**src/rtl/hdr_ctrl_pkg.sv**
```systemverilog
package hdr_ctrl_pkg;

    localparam int HDR_W    = 8;
    localparam int OFS_MODE = 0;
    localparam int OFS_TERR = 1;
    localparam int OFS_RERR = 2;

    typedef struct packed {
        logic [3:0] width;
        logic [3:0] meth;
    } hdr_t;

    typedef enum logic [1:0] {
        PK_IDLE = 2'd0,
        PK_PASS = 2'd1,
        PK_DROP = 2'd2
    } pk_state_t;

    typedef enum logic {
        BUS_IDLE = 1'b0,
        BUS_RESP = 1'b1
    } bus_state_t;

    localparam logic [3:0] METH_NONE = 4'b0000;
    localparam logic [3:0] METH_BFP  = 4'b0001;
    localparam logic [3:0] METH_MU   = 4'b0011;

    function automatic logic width_ok(input logic [3:0] code, input logic ext);
        logic r;
        case (code)
            4'd0, 4'd9, 4'd12, 4'd14:         r = 1'b1;
            4'd8, 4'd10, 4'd11, 4'd13, 4'd15: r = ext;
            default:                          r = 1'b0;
        endcase
        return r;
    endfunction

    function automatic logic method_ok(input logic [3:0] m, input logic bfp, input logic mu);
        logic r;
        case (m)
            METH_NONE: r = 1'b1;
            METH_BFP:  r = bfp;
            METH_MU:   r = mu;
            default:   r = 1'b0;
        endcase
        return r;
    endfunction

endpackage

```
**src/rtl/hdr_check.sv**
```systemverilog
module hdr_check
    import hdr_ctrl_pkg::*;
#(
    parameter bit IS_RX     = 1'b0,
    parameter bit BFP_EN    = 1'b1,
    parameter bit MULAW_EN  = 1'b1,
    parameter bit EXT_WIDTH = 1'b0
) (
    input  logic             clk,
    input  logic             rst_n,
    input  logic             sop,
    input  logic             dyn_mode,
    input  logic [HDR_W-1:0] static_hdr,
    input  logic [HDR_W-1:0] pkt_hdr,
    output logic [HDR_W-1:0] hdr_eff,
    output logic             drop,
    output logic             err_meth,
    output logic             err_width
);

    localparam logic [3:0] DEF_METH = BFP_EN ? METH_BFP : METH_MU;

    pk_state_t st_q, st_d;
    hdr_t      src, fixed, hdr_q;
    logic      w_ok, m_ok, accept;

    assign src  = dyn_mode ? hdr_t'(pkt_hdr) : hdr_t'(static_hdr);
    assign w_ok = width_ok(src.width, EXT_WIDTH);
    assign m_ok = method_ok(src.meth, BFP_EN, MULAW_EN);

    generate
        if (IS_RX) begin : g_rx
            assign fixed  = '{width: src.width, meth: (m_ok ? src.meth : DEF_METH)};
            assign accept = w_ok;
        end else begin : g_tx
            assign fixed  = '{width: (w_ok ? src.width : 4'd0), meth: src.meth};
            assign accept = m_ok;
        end
    endgenerate

    assign err_meth  = sop && !m_ok;
    assign err_width = sop && !w_ok;

    always_comb begin
        st_d = st_q;
        unique case (st_q)
            PK_IDLE: if (sop) st_d = accept ? PK_PASS : PK_DROP;
            PK_PASS: if (sop) st_d = accept ? PK_PASS : PK_DROP;
            PK_DROP: if (sop) st_d = accept ? PK_PASS : PK_DROP;
            default: st_d = PK_IDLE;
        endcase
    end

    always_ff @(posedge clk) begin
        if (!rst_n) begin
            st_q  <= PK_IDLE;
            hdr_q <= '0;
        end else begin
            st_q <= st_d;
            if (sop) hdr_q <= fixed;
        end
    end

    always_comb begin
        hdr_eff = hdr_q;
        drop    = (st_q == PK_DROP);
    end

endmodule

```
**src/rtl/hdr_regs.sv**
```systemverilog
module hdr_regs
    import hdr_ctrl_pkg::*;
#(
    parameter int ADDR_W = 4,
    parameter int REG_W  = 32,
    parameter int NPATH  = 2
) (
    input  logic                       clk,
    input  logic                       rst_n,
    input  logic [ADDR_W-1:0]          reg_addr,
    input  logic                       reg_rd,
    input  logic                       reg_wr,
    input  logic [REG_W-1:0]           reg_wdata,
    output logic [REG_W-1:0]           reg_rdata,
    output logic                       reg_rdvalid,
    input  logic [NPATH-1:0][1:0]      err_set,
    output logic                       dyn_mode,
    output logic [HDR_W-1:0]           static_hdr
);

    localparam int MODE_BITS = HDR_W + 1;

    bus_state_t              bus_q;
    logic [MODE_BITS-1:0]    mode_q;
    logic [NPATH-1:0][1:0]   err_q;
    logic [REG_W-1:0]        rd_mux, rdata_q;

    always_ff @(posedge clk) begin
        if (!rst_n) begin
            mode_q <= '0;
        end else if (reg_wr && reg_addr == ADDR_W'(OFS_MODE)) begin
            mode_q <= reg_wdata[MODE_BITS-1:0];
        end
    end

    genvar gi;
    generate
        for (gi = 0; gi < NPATH; gi++) begin : g_err
            always_ff @(posedge clk) begin
                if (!rst_n) begin
                    err_q[gi] <= '0;
                end else if (reg_wr && reg_addr == ADDR_W'(OFS_TERR + gi)) begin
                    err_q[gi] <= (err_q[gi] & ~reg_wdata[1:0]) | err_set[gi];
                end else begin
                    err_q[gi] <= err_q[gi] | err_set[gi];
                end
            end
        end
    endgenerate

    always_comb begin
        rd_mux = '0;
        if (reg_addr == ADDR_W'(OFS_MODE)) begin
            rd_mux[MODE_BITS-1:0] = mode_q;
        end
        for (int i = 0; i < NPATH; i++) begin
            if (reg_addr == ADDR_W'(OFS_TERR + i)) rd_mux[1:0] = err_q[i];
        end
    end

    always_ff @(posedge clk) begin
        if (!rst_n) begin
            bus_q   <= BUS_IDLE;
            rdata_q <= '0;
        end else begin
            unique case (bus_q)
                BUS_IDLE: bus_q <= reg_rd ? BUS_RESP : BUS_IDLE;
                BUS_RESP: bus_q <= reg_rd ? BUS_RESP : BUS_IDLE;
                default:  bus_q <= BUS_IDLE;
            endcase
            rdata_q <= reg_rd ? rd_mux : '0;
        end
    end

    always_comb begin
        reg_rdvalid = (bus_q == BUS_RESP);
        reg_rdata   = rdata_q;
        dyn_mode    = mode_q[HDR_W];
        static_hdr  = mode_q[HDR_W-1:0];
    end

endmodule

```
**src/rtl/hdr_ctrl.sv**
```systemverilog
module hdr_ctrl
    import hdr_ctrl_pkg::*;
#(
    parameter int ADDR_W    = 4,
    parameter bit BFP_EN    = 1'b1,
    parameter bit MULAW_EN  = 1'b1,
    parameter bit EXT_WIDTH = 1'b0
) (
    input  logic              clk,
    input  logic              rst_n,
    input  logic [ADDR_W-1:0] reg_addr,
    input  logic              reg_rd,
    input  logic              reg_wr,
    input  logic [31:0]       reg_wdata,
    output logic [31:0]       reg_rdata,
    output logic              reg_rdvalid,
    output logic              reg_wait,
    input  logic              tx_sop,
    input  logic [7:0]        tx_hdr_in,
    output logic [7:0]        tx_hdr_eff,
    output logic              tx_drop,
    input  logic              rx_sop,
    input  logic [7:0]        rx_hdr_in,
    output logic [7:0]        rx_hdr_eff,
    output logic              rx_drop
);

    logic             dyn_mode;
    logic [HDR_W-1:0] static_hdr;
    logic [1:0][1:0]  err_set;

    assign reg_wait = 1'b0;

    hdr_regs #(.ADDR_W(ADDR_W), .REG_W(32), .NPATH(2)) u_regs (
        .clk        (clk),
        .rst_n      (rst_n),
        .reg_addr   (reg_addr),
        .reg_rd     (reg_rd),
        .reg_wr     (reg_wr),
        .reg_wdata  (reg_wdata),
        .reg_rdata  (reg_rdata),
        .reg_rdvalid(reg_rdvalid),
        .err_set    (err_set),
        .dyn_mode   (dyn_mode),
        .static_hdr (static_hdr)
    );

    hdr_check #(.IS_RX(1'b0), .BFP_EN(BFP_EN), .MULAW_EN(MULAW_EN), .EXT_WIDTH(EXT_WIDTH)) u_tx (
        .clk       (clk),
        .rst_n     (rst_n),
        .sop       (tx_sop),
        .dyn_mode  (dyn_mode),
        .static_hdr(static_hdr),
        .pkt_hdr   (tx_hdr_in),
        .hdr_eff   (tx_hdr_eff),
        .drop      (tx_drop),
        .err_meth  (err_set[0][0]),
        .err_width (err_set[0][1])
    );

    hdr_check #(.IS_RX(1'b1), .BFP_EN(BFP_EN), .MULAW_EN(MULAW_EN), .EXT_WIDTH(EXT_WIDTH)) u_rx (
        .clk       (clk),
        .rst_n     (rst_n),
        .sop       (rx_sop),
        .dyn_mode  (dyn_mode),
        .static_hdr(static_hdr),
        .pkt_hdr   (rx_hdr_in),
        .hdr_eff   (rx_hdr_eff),
        .drop      (rx_drop),
        .err_meth  (err_set[1][0]),
        .err_width (err_set[1][1])
    );

endmodule

```
**config.mk**
```make
export PLATFORM = sky130hd
export DESIGN_NAME = hdr_ctrl
export DESIGN_NICKNAME = d
export VERILOG_FILES = /design/src/rtl/hdr_ctrl_pkg.sv /design/src/rtl/hdr_check.sv /design/src/rtl/hdr_regs.sv /design/src/rtl/hdr_ctrl.sv
export SDC_FILE = /design/constraint.sdc
export NUM_CORES = 1
export LEC_CHECK = 0
export BUFFER_PORTS_ARGS = -buffer_cell sky130_fd_sc_hd__buf_2
export CAP_MARGIN = 20
export CORE_UTILIZATION = 25
export CTS_CLUSTER_DIAMETER = 150
export CTS_CLUSTER_SIZE = 14
export DETAILED_ROUTE_END_ITERATION = 12
export PLACE_DENSITY = 0.47
export SLEW_MARGIN = 20
export SYNTH_ARGS = -nofsm -noshare
export SYNTH_HDL_FRONTEND = slang
export SYNTH_SLANG_ARGS = --single-unit
```
**constraint.sdc**
```tcl
create_clock -name clk -period 1.45 [get_ports clk]
set_clock_uncertainty 0.15 [all_clocks]
set_input_delay 0.145 -clock clk [delete_from_list [all_inputs] [get_ports clk]]
set_output_delay 0.145 -clock clk [all_outputs]
set_load 0.05 [all_outputs]
```
==> results.toml, run 1 <==
[global_routing]
grt_use_total = 0.124
grt_overflow = 0
antenna_found_initial = 0
grt_pass1_vias = 1732
grt_max_degree = 32
grt_pass1_wl_um = 8190

[logic_synthesis]
synth_edf_count = 0
synth_area_leader_cell = "dfxtp_1"
synthesis.area_um2 = 2070
yosysSeqAreaShare = 0.417
synthCells = 220
synthTopCellsByArea = "dfxtp_1 42%, mux2i_1 9.7%, buf_4 9.1%, nor2b_1 3.6%, and3_1 3.3%"
synth_warnings = 0
yosysTopAreaCellShare = 0.417
ys_seq_elements = 43
synth_area_per_cell_um2 = 9.39
synthDistinctLibCells = 40
dominantRegCellSynth = "dfxtp_1"
ys_async_sr_fraction = 0

[floorplanning]
num_rows = 32
die_h_um = 92.9
io_pins = 110
dieArea_um2 = 8630
fp.dieW_um = 92.9
start_util = 0.263
fp.coreArea_um2 = 7850

[setup_path]
arrival_ps = 1650
worst_setup_path_start_kind = "flip-flop"
required_ps = 1530
cp_num_buf_inv = 0
cp_max_fo = 6
path_cells = "mux2i_4 -> or3b_4 -> nand4_4 -> nor3b_2"
crit_type = "reg2reg"
cp_slowest_stage_delay_ps = 430
critPathTopFamily = "simple AND/OR/NAND/NOR gates"
cpMaxStageDelayCell = "dfxtp_4"
critical_path.endpoint_type = "flip-flop"

[detailed_routing]
dr.pass1.iters = 4
vias = 1768
met1_length_um = 2340
wl_met2_um = 2530
top_layer = "met4"
viasPerCell = 4.25
met3_length_um = 291
wl_per_cell_um = 12.6
antenna_left = 0
wl_um = 5240
drc = 0
drtIter0Drc = 40

[clock_network]
cts_tree = "yes"
clk_pin_slew_ps = 80
cts_num_sinks = 43
clock_latency_ps = 290
htree_levels = 2
clockBufferDepth = 2
cts_root_buf = "clkbuf_8"
cts_buffers = 5

[final_layout]
final_cell_mix = "61 x buf_2, 41 x dfxtp_1, 24 x conb_1"
nets = 371
fin_area_um2 = 2930
antenna_cells = 0
drive_gt1_frac = 0.389
fin_util = 0.373
layout_commonest_cell = "buf_2"
nFillCells = 858
syn_to_final_growth_pct = 41.9

[timing]
clock.fmax_mhz = 636
rsz0062_at_grt = "yes"
finalSetupViolCount = 10
whs_ps = -3.79
worst_slack_ps = -123
maxSlewViolCount = 0
post-route-period-util = 1.08
finalHoldViolations = 1
min_period_ps = 1570

[pwr]
power.leakage_nw = 1.41
power.total_w = 0.00283
vdd_ir_drop_max_mv = 0.522
power_density_nw_per_um2 = 964

[placed_design]
placed_cell_area_um2 = 2520
hpwl_um = 3890
port_buffers = 62
gp_congestion = 0.803
dp_slack_ps = -166

[run_status]
violations = "hold timing, setup timing"
status = "complete, but fails checks"

[run]
cap_violations = 0

[worst_hold_path]
hold_path.class = "in2reg"
## power breakdown
part	internal, W	switching [W]	leakage (nW)	total (W)
sequential	0.00121	0.0000209	0.351	0.00123
combinational	0.000151	0.000342	0.997	0.000493
clock	0.000689	0.000412	0.0654	0.00110
## sequential cells by signal, summed over array words and instances (netlist names)
register,count
u_regs.err_q,4
u_regs.mode_q,9
u_regs.reg_rdata,9
u_regs.reg_rdvalid,1
u_rx.hdr_eff,8
u_rx.st_q,2
u_tx.hdr_eff,8
u_tx.st_q,2
## layout make-up
cell class / instances / area (um^2) / area share
Sequential cell: 43 / 866 / 0.295
Tap cell: 102 / 128 / 0.0436
Timing Repair Buffer: 97 / 618 / 0.211
Inverter: 7 / 26.3 / 0.00897
Clock inverter: 2 / 60.1 / 0.0205
Multi-Input combinational cell: 159 / 1160 / 0.396
Clock buffer: 6 / 72.6 / 0.0248
## synthesized netlist by cell type (all sizes together), types with 4 or more instances
library cell	instances
o211a	6
dfxtp	43
clkbuf	6
mux2i	21
and3	11
inv	7
nor2	9
nor2b	12
a21oi	11
nand2b	4
nand3	4
o21ai	12
o211ai	4
nand2	17
buf	28
## metrics by stage
stage               TNS [ps]  hold WS (ps)  instances
finish                  -617         -3.79        416
global route           -1370          43.4        416
floorplan              -48.9           129        243
CTS                     -799         0.698        414
detailed placement     -1400           241        394
global placement       -1050           227        394
## final timing paths
kind               startpoint  slack, ps  depth (start not counted)                to
max          u_regs.mode_q[8]       -120                          4      u_rx.st_q[0]
min              reg_wdata[1]         -4                          3  u_regs.mode_q[1]
max reg2reg  u_regs.mode_q[8]       -120                          4      u_rx.st_q[0]
min reg2reg   u_rx.hdr_eff[6]        330                          1   u_rx.hdr_eff[6]
## cells by family after synthesis
family,Yosys count,synth area share
AOI/OAI and AO/OA,41,0.139
DFF,43,0.417
and+or+nand+nor,72,0.200
other,1,0.00182
buffers and inverters,41,0.128
muxes,22,0.115
## metal layers
layer  up-vias  GRT usage
li1        898          -
met1       804      0.154
met2        59      0.203
met3         7     0.0378
met4         0     0.0423
met5         -          0
## tightest hold or removal path: stages
cell and delay [ps]:
buf_2 100, mux2i_1 60, nor2b_1 100
## timing repair
item                                    4_1_cts  5_1_grt
endpoints found under the setup margin       14       15
cloned                                        0        0
hold buffers                                  9        0
setup buffers                                 3        3
pin swaps                                     4        6
resized for setup                            13       14
hold endpoints to repair                      9        0
Note: power is estimated with default switching activity, not from simulation.
==> inputs of run 2 (changes only) <==
--- a/config.mk
+++ b/config.mk
@@ -7,11 +7,11 @@
 export LEC_CHECK = 0
 export BUFFER_PORTS_ARGS = -buffer_cell sky130_fd_sc_hd__buf_2
 export CAP_MARGIN = 20
-export CORE_UTILIZATION = 25
+export CORE_UTILIZATION = 40
 export CTS_CLUSTER_DIAMETER = 150
 export CTS_CLUSTER_SIZE = 14
 export DETAILED_ROUTE_END_ITERATION = 12
-export PLACE_DENSITY = 0.47
+export PLACE_DENSITY = 0.71
 export SLEW_MARGIN = 20
 export SYNTH_ARGS = -nofsm -noshare
 export SYNTH_HDL_FRONTEND = slang
==> run 2 against run 1 <==
  * Count of clock-buffer cells in the layout stayed put
  * Sequential share of layout area is 0.72 points higher
  * Non-clock buffer count is 3 higher
  * Sequential power hardly changed
  * The run ends with setup timing left
  * Combinational power is 1% lower
  * Critical endpoint unchanged
  * Die area is 37% lower
  * Core utilization is 22 points higher
  * First-iteration DRC count is 73% higher
  * Worst setup slack better by 3.5 ps
  * Design area is 2.1% lower
==> results.toml, run 2 (synthesis gave the netlist of run 1 again) <==
[timing]
worst_slack_ps = -119
min_period_ps = 1570
post-route-period-util = 1.08
setup_tns_ps = -808
finalHoldViolations = 0
rsz0062_at_grt = "yes"
clock.fmax_mhz = 637
finalSetupViolCount = 11
whs_ps = 41.0
maxSlewViolCount = 0

[setup_path]
cpMaxStageDelayCell = "dfxtp_4"
cp_num_buf_inv = 0
path_cells = "mux2i_4 -> or3b_1 -> nand4_2 -> nor3b_2"
cp_max_fo = 6
cp_slowest_stage_delay_ps = 420
arrival_ps = 1640
required_ps = 1530
rrSetupSlack_ps = -120
crit_type = "reg2reg"
critical_path.endpoint_type = "flip-flop"
worst_setup_path_start_kind = "flip-flop"
critPathTopFamily = "simple AND/OR/NAND/NOR gates"

[clock_network]
htree_levels = 2
clock_latency_ps = 300
cts_buffers = 5
cts_num_sinks = 43
cts_tree = "yes"
clk_pin_slew_ps = 80
cts_root_buf = "clkbuf_8"
clockBufferDepth = 2

[final_layout]
drive_gt1_frac = 0.372
nets = 374
seqCellArea_um2 = 868
antenna_cells = 0
nFillCells = 438
final_cells = 384
layout_commonest_cell = "buf_2"
multi_input_area_um2 = 1100
syn_to_final_growth_pct = 38.9
final_cell_mix = "61 x buf_2, 41 x dfxtp_1, 24 x conb_1"

[floorplanning]
num_rows = 25
fp.dieW_um = 73.9
start_util = 0.426
die_h_um = 73.9
fp.coreArea_um2 = 4850
io_pins = 110
dieArea_um2 = 5460

[detailed_routing]
antenna_left = 0
wl_um = 4790
drtIter0Drc = 69
viasPerCell = 4.66
dr.pass1.iters = 4
wl_per_cell_um = 12.5
vias = 1789
drc = 0

[pwr]
vdd_ir_drop_max_mv = 0.487
power_density_nw_per_um2 = 981
power.leakage_nw = 1.45

[run_status]
status = "complete, but fails checks"
violations = "setup timing"

[worst_hold_path]
hold_path.class = "in2reg"

[placed_design]
gp_congestion = 0.804
dp_slack_ps = -148
placed_cells = 360
port_buffers = 62
hpwl_um = 3360

[global_routing]
grt_use_total = 0.184
grt_overflow = 0
grt_pass1_wl_um = 7450
antenna_found_initial = 0
grt_pass1_vias = 1563
grt_max_degree = 32

[run]
cap_violations = 0
[run 2: area by class of cell]
type,instances,share of cell area
Timing Repair Buffer,100,0.229
Clock inverter,2,0.0209
Multi-Input combinational cell,159,0.384
Sequential cell,43,0.303
Tap cell,67,0.0292
Clock buffer,6,0.0253
Inverter,7,0.00916
[run 2: where the power goes]
part	switching [W]	internal (W)	leakage, nW	total, W
combinational	0.000334	0.000152	1.03	0.000486
clock	0.000408	0.000688	0.0654	0.00110
sequential	0.0000212	0.00121	0.351	0.00123
total	0.000764	0.00205	1.45	0.00281
[run 2: worst paths after layout]
path               startpoint              end  depth (start not counted)
max          u_regs.mode_q[8]     u_rx.st_q[0]                          4
max reg2reg  u_regs.mode_q[8]     u_rx.st_q[0]                          4
min reg2reg   u_tx.hdr_eff[2]  u_tx.hdr_eff[2]                          1
min              tx_hdr_in[1]  u_tx.hdr_eff[1]                          3
[run 2: routing by layer]
metal | global-route usage | wire length, um
met1 | 0.243 | 2250
met3 | 0.0398 | 258
met5 | 0 | 0
met2 | 0.295 | 2220
met4 | 0.0641 | 57
[run 2: worst reg2reg max path, cell delays in order, from the launching register on]
cell and delay [ps]:
dfxtp_4 420, mux2i_4 260, or3b_1 380, nand4_2 110, nor3b_2 180
[run 2: stage by stage]
stage	cell area, um^2	power [W]	util
final	2870	0.00281	0.592
after global routing	2870	0.00291	0.592
after CTS	2800	0.00284	0.578
after detailed placement	2490	0.00170	0.513
after global placement	2490	0.00170	0.513
after floorplan	2150	0.00163	-
[run 2: repair_timing]
item,4_1_cts,5_1_grt
hold buffers,11,0
buffers inserted,3,3
hold endpoints to repair,10,0
endpoints found under the setup margin,12,16
pin swaps,4,6
resized for setup,8,14
==> inputs of run 3 (changes only) <==
--- a/config.mk
+++ b/config.mk
@@ -7,11 +7,13 @@
 export LEC_CHECK = 0
 export BUFFER_PORTS_ARGS = -buffer_cell sky130_fd_sc_hd__buf_2
 export CAP_MARGIN = 20
-export CORE_UTILIZATION = 40
+export CELL_PAD_IN_SITES_DETAIL_PLACEMENT = 0
+export CELL_PAD_IN_SITES_GLOBAL_PLACEMENT = 1
+export CORE_UTILIZATION = 29
 export CTS_CLUSTER_DIAMETER = 150
 export CTS_CLUSTER_SIZE = 14
 export DETAILED_ROUTE_END_ITERATION = 12
-export PLACE_DENSITY = 0.71
+export PLACE_DENSITY = 0.72
 export SLEW_MARGIN = 20
 export SYNTH_ARGS = -nofsm -noshare
 export SYNTH_HDL_FRONTEND = slang
==> run 3 against run 2 <==
  * The run still ends with setup timing left
  * Via count fell by 1.7%
  * Count of clock-buffer cells in the layout is 1 higher
  * Global-route usage shrank 5.0 points
  * Clock power is 23% lower
  * Largest power group unchanged
  * Highest routed layer unchanged
==> results.toml, run 3 (synthesis gave the netlist of run 1 again) <==
[run_status]
status = "complete, but fails checks"
violations = "setup timing"

[final_layout]
seqCellArea_um2 = 870
fin_area_um2 = 2830
drive_gt1_frac = 0.365
syn_to_final_growth_pct = 37.0
nFillCells = 713
nets = 372
multi_input_area_um2 = 1090
layout_commonest_cell = "buf_2"
final_cell_mix = "61 x buf_2, 40 x dfxtp_1, 24 x conb_1"
antenna_cells = 0
fin_util = 0.414

[clock_network]
clk_pin_slew_ps = 80
clockBufferDepth = 2
cts_num_sinks = 43
cts_buffers = 5
cts_root_buf = "clkbuf_8"
cts_tree = "yes"
htree_levels = 2
clock_latency_ps = 290

[detailed_routing]
vias = 1759
wl_um = 4900
wl_per_cell_um = 11.9
drc = 0
antenna_left = 0
drtIter0Drc = 58
viasPerCell = 4.28
dr.pass1.iters = 4

[worst_hold_path]
hp-start = "tx_hdr_in[1]"
worstHoldPathCells = 3
hold_path.class = "in2reg"
holdPathEnd = "u_tx.hdr_eff[1]"

[setup_path]
required_ps = 1490
arrival_ps = 1580
crit_type = "reg2reg"
critical_path.endpoint_type = "flip-flop"
path_cells = "buf_6 -> nand2b_4 -> o311a_4 -> nand2b_4 -> and3_1"
critPathTopFamily = "simple AND/OR/NAND/NOR gates"
reg2reg_to = "u_regs.err_q[1]"
cp_slowest_stage_delay_ps = 380
rr_worst_depth = 5
worst_setup_path_start_kind = "flip-flop"
path_common_cell = "nand2b_4"
rr_startpoint = "u_regs.mode_q[8]"
rrSetupSlack_ps = -90
cp_max_fo = 6
cp_num_buf_inv = 1
cpMaxStageDelayCell = "dfxtp_4"

[global_routing]
grt_max_degree = 32
grt_overflow = 0
met3_usage = 0.0352
busiest_layer = "met2"
grt_pass1_wl_um = 7670
grt_pass1_vias = 1592
grt_util_met1 = 0.173
antenna_found_initial = 0
grt_use_met2 = 0.222
grt_use_total = 0.134

[pwr]
power.total_w = 0.00255
power_density_nw_per_um2 = 902
power.leakage_nw = 1.41
vdd_ir_drop_max_mv = 0.340

[placed_design]
port_buffers = 62
hpwl_um = 3710
placed_cell_area_um2 = 2500
gp_congestion = 0.837

[timing]
finalSetupViolCount = 10
worst_slack_ps = -94.4
post-route-period-util = 1.07
finalHoldViolations = 0
setup_tns_ps = -522
rsz0062_at_grt = "yes"
min_period_ps = 1540
whs_ps = 42.4
maxSlewViolCount = 0
clock.fmax_mhz = 647

[run]
cap_violations = 0

[floorplanning]
start_util = 0.302
fp.dieW_um = 86.4
io_pins = 110
num_rows = 30
die_h_um = 86.4
fp.coreArea_um2 = 6830
dieArea_um2 = 7460
[run 3: cell count changes in the layout (fill, tap and decap cells not counted), sizes merged]
| cell | delta |
|---|---|
| buf | -2 |
| bufinv | -2 |
| clkbuf | +1 |
| clkinvlp | +1 |
| dlygate4sd3 | +1 |
| dlymetal6s4s | -1 |
[run 3: what timing repair did]
| action | 4_1_cts | 5_1_grt |
|---|---|---|
| setup endpoints to repair | 10 | 12 |
| hold endpoints to repair | 10 | 0 |
| setup buffers | 3 | 1 |
| pin swaps | 6 | 4 |
| gates resized for setup | 11 | 6 |
| hold buffers | 11 | 0 |
[run 3: how the worst max path moves through the flow]
stage / start / end / slack, ps / depth (start not counted)
CTS: u_regs.mode_q[8] / u_regs.err_q[1] / -90 / 5
global placement: u_regs.mode_q[8] / u_regs.err_q[1] / -130 / 5
finish: u_regs.mode_q[8] / u_regs.err_q[1] / -90 / 5
floorplan: u_regs.mode_q[8] / u_rx.hdr_eff[1] / -50 / 6
global route: u_regs.mode_q[8] / u_rx.hdr_eff[1] / -150 / 5
detailed placement: u_regs.mode_q[8] / u_regs.err_q[1] / -130 / 5
[run 3: power breakdown]
group / switching [W] / internal [W]
clock network: 0.000412 / 0.000434
registers: 0.0000198 / 0.00121
logic: 0.000332 / 0.000146
total: 0.000764 / 0.00179
[run 3: routing by layer]
metal / wire, um / up-vias
met5: 0 / -
met4: 38 / 0
met3: 306 / 5
met2: 2230 / 60
met1: 2330 / 790
li1: - / 904
[run 3: worst reg2reg max path, stage by stage, from the launching register on]
cell      delay [ps]
dfxtp_4          380
buf_6            140
nand2b_4         140
o311a_4          360
nand2b_4         130
and3_1           150
[run 3: layout make-up]
type                       instances  area share
tap                               96      0.0424
sequential                        43       0.307
clock buffer                       7      0.0340
multi-input combinational        159       0.386
inverter                           7     0.00928
timing repair buffer              98       0.218
clock inverter                     1     0.00265
[run 3: stage by stage]
stage / cells / setup WS [ps]
floorplan: 243 / -46.4
global placement: 388 / -134
detailed placement: 388 / -134
CTS: 410 / -93.8
global route: 411 / -147
finish: 411 / -94.4
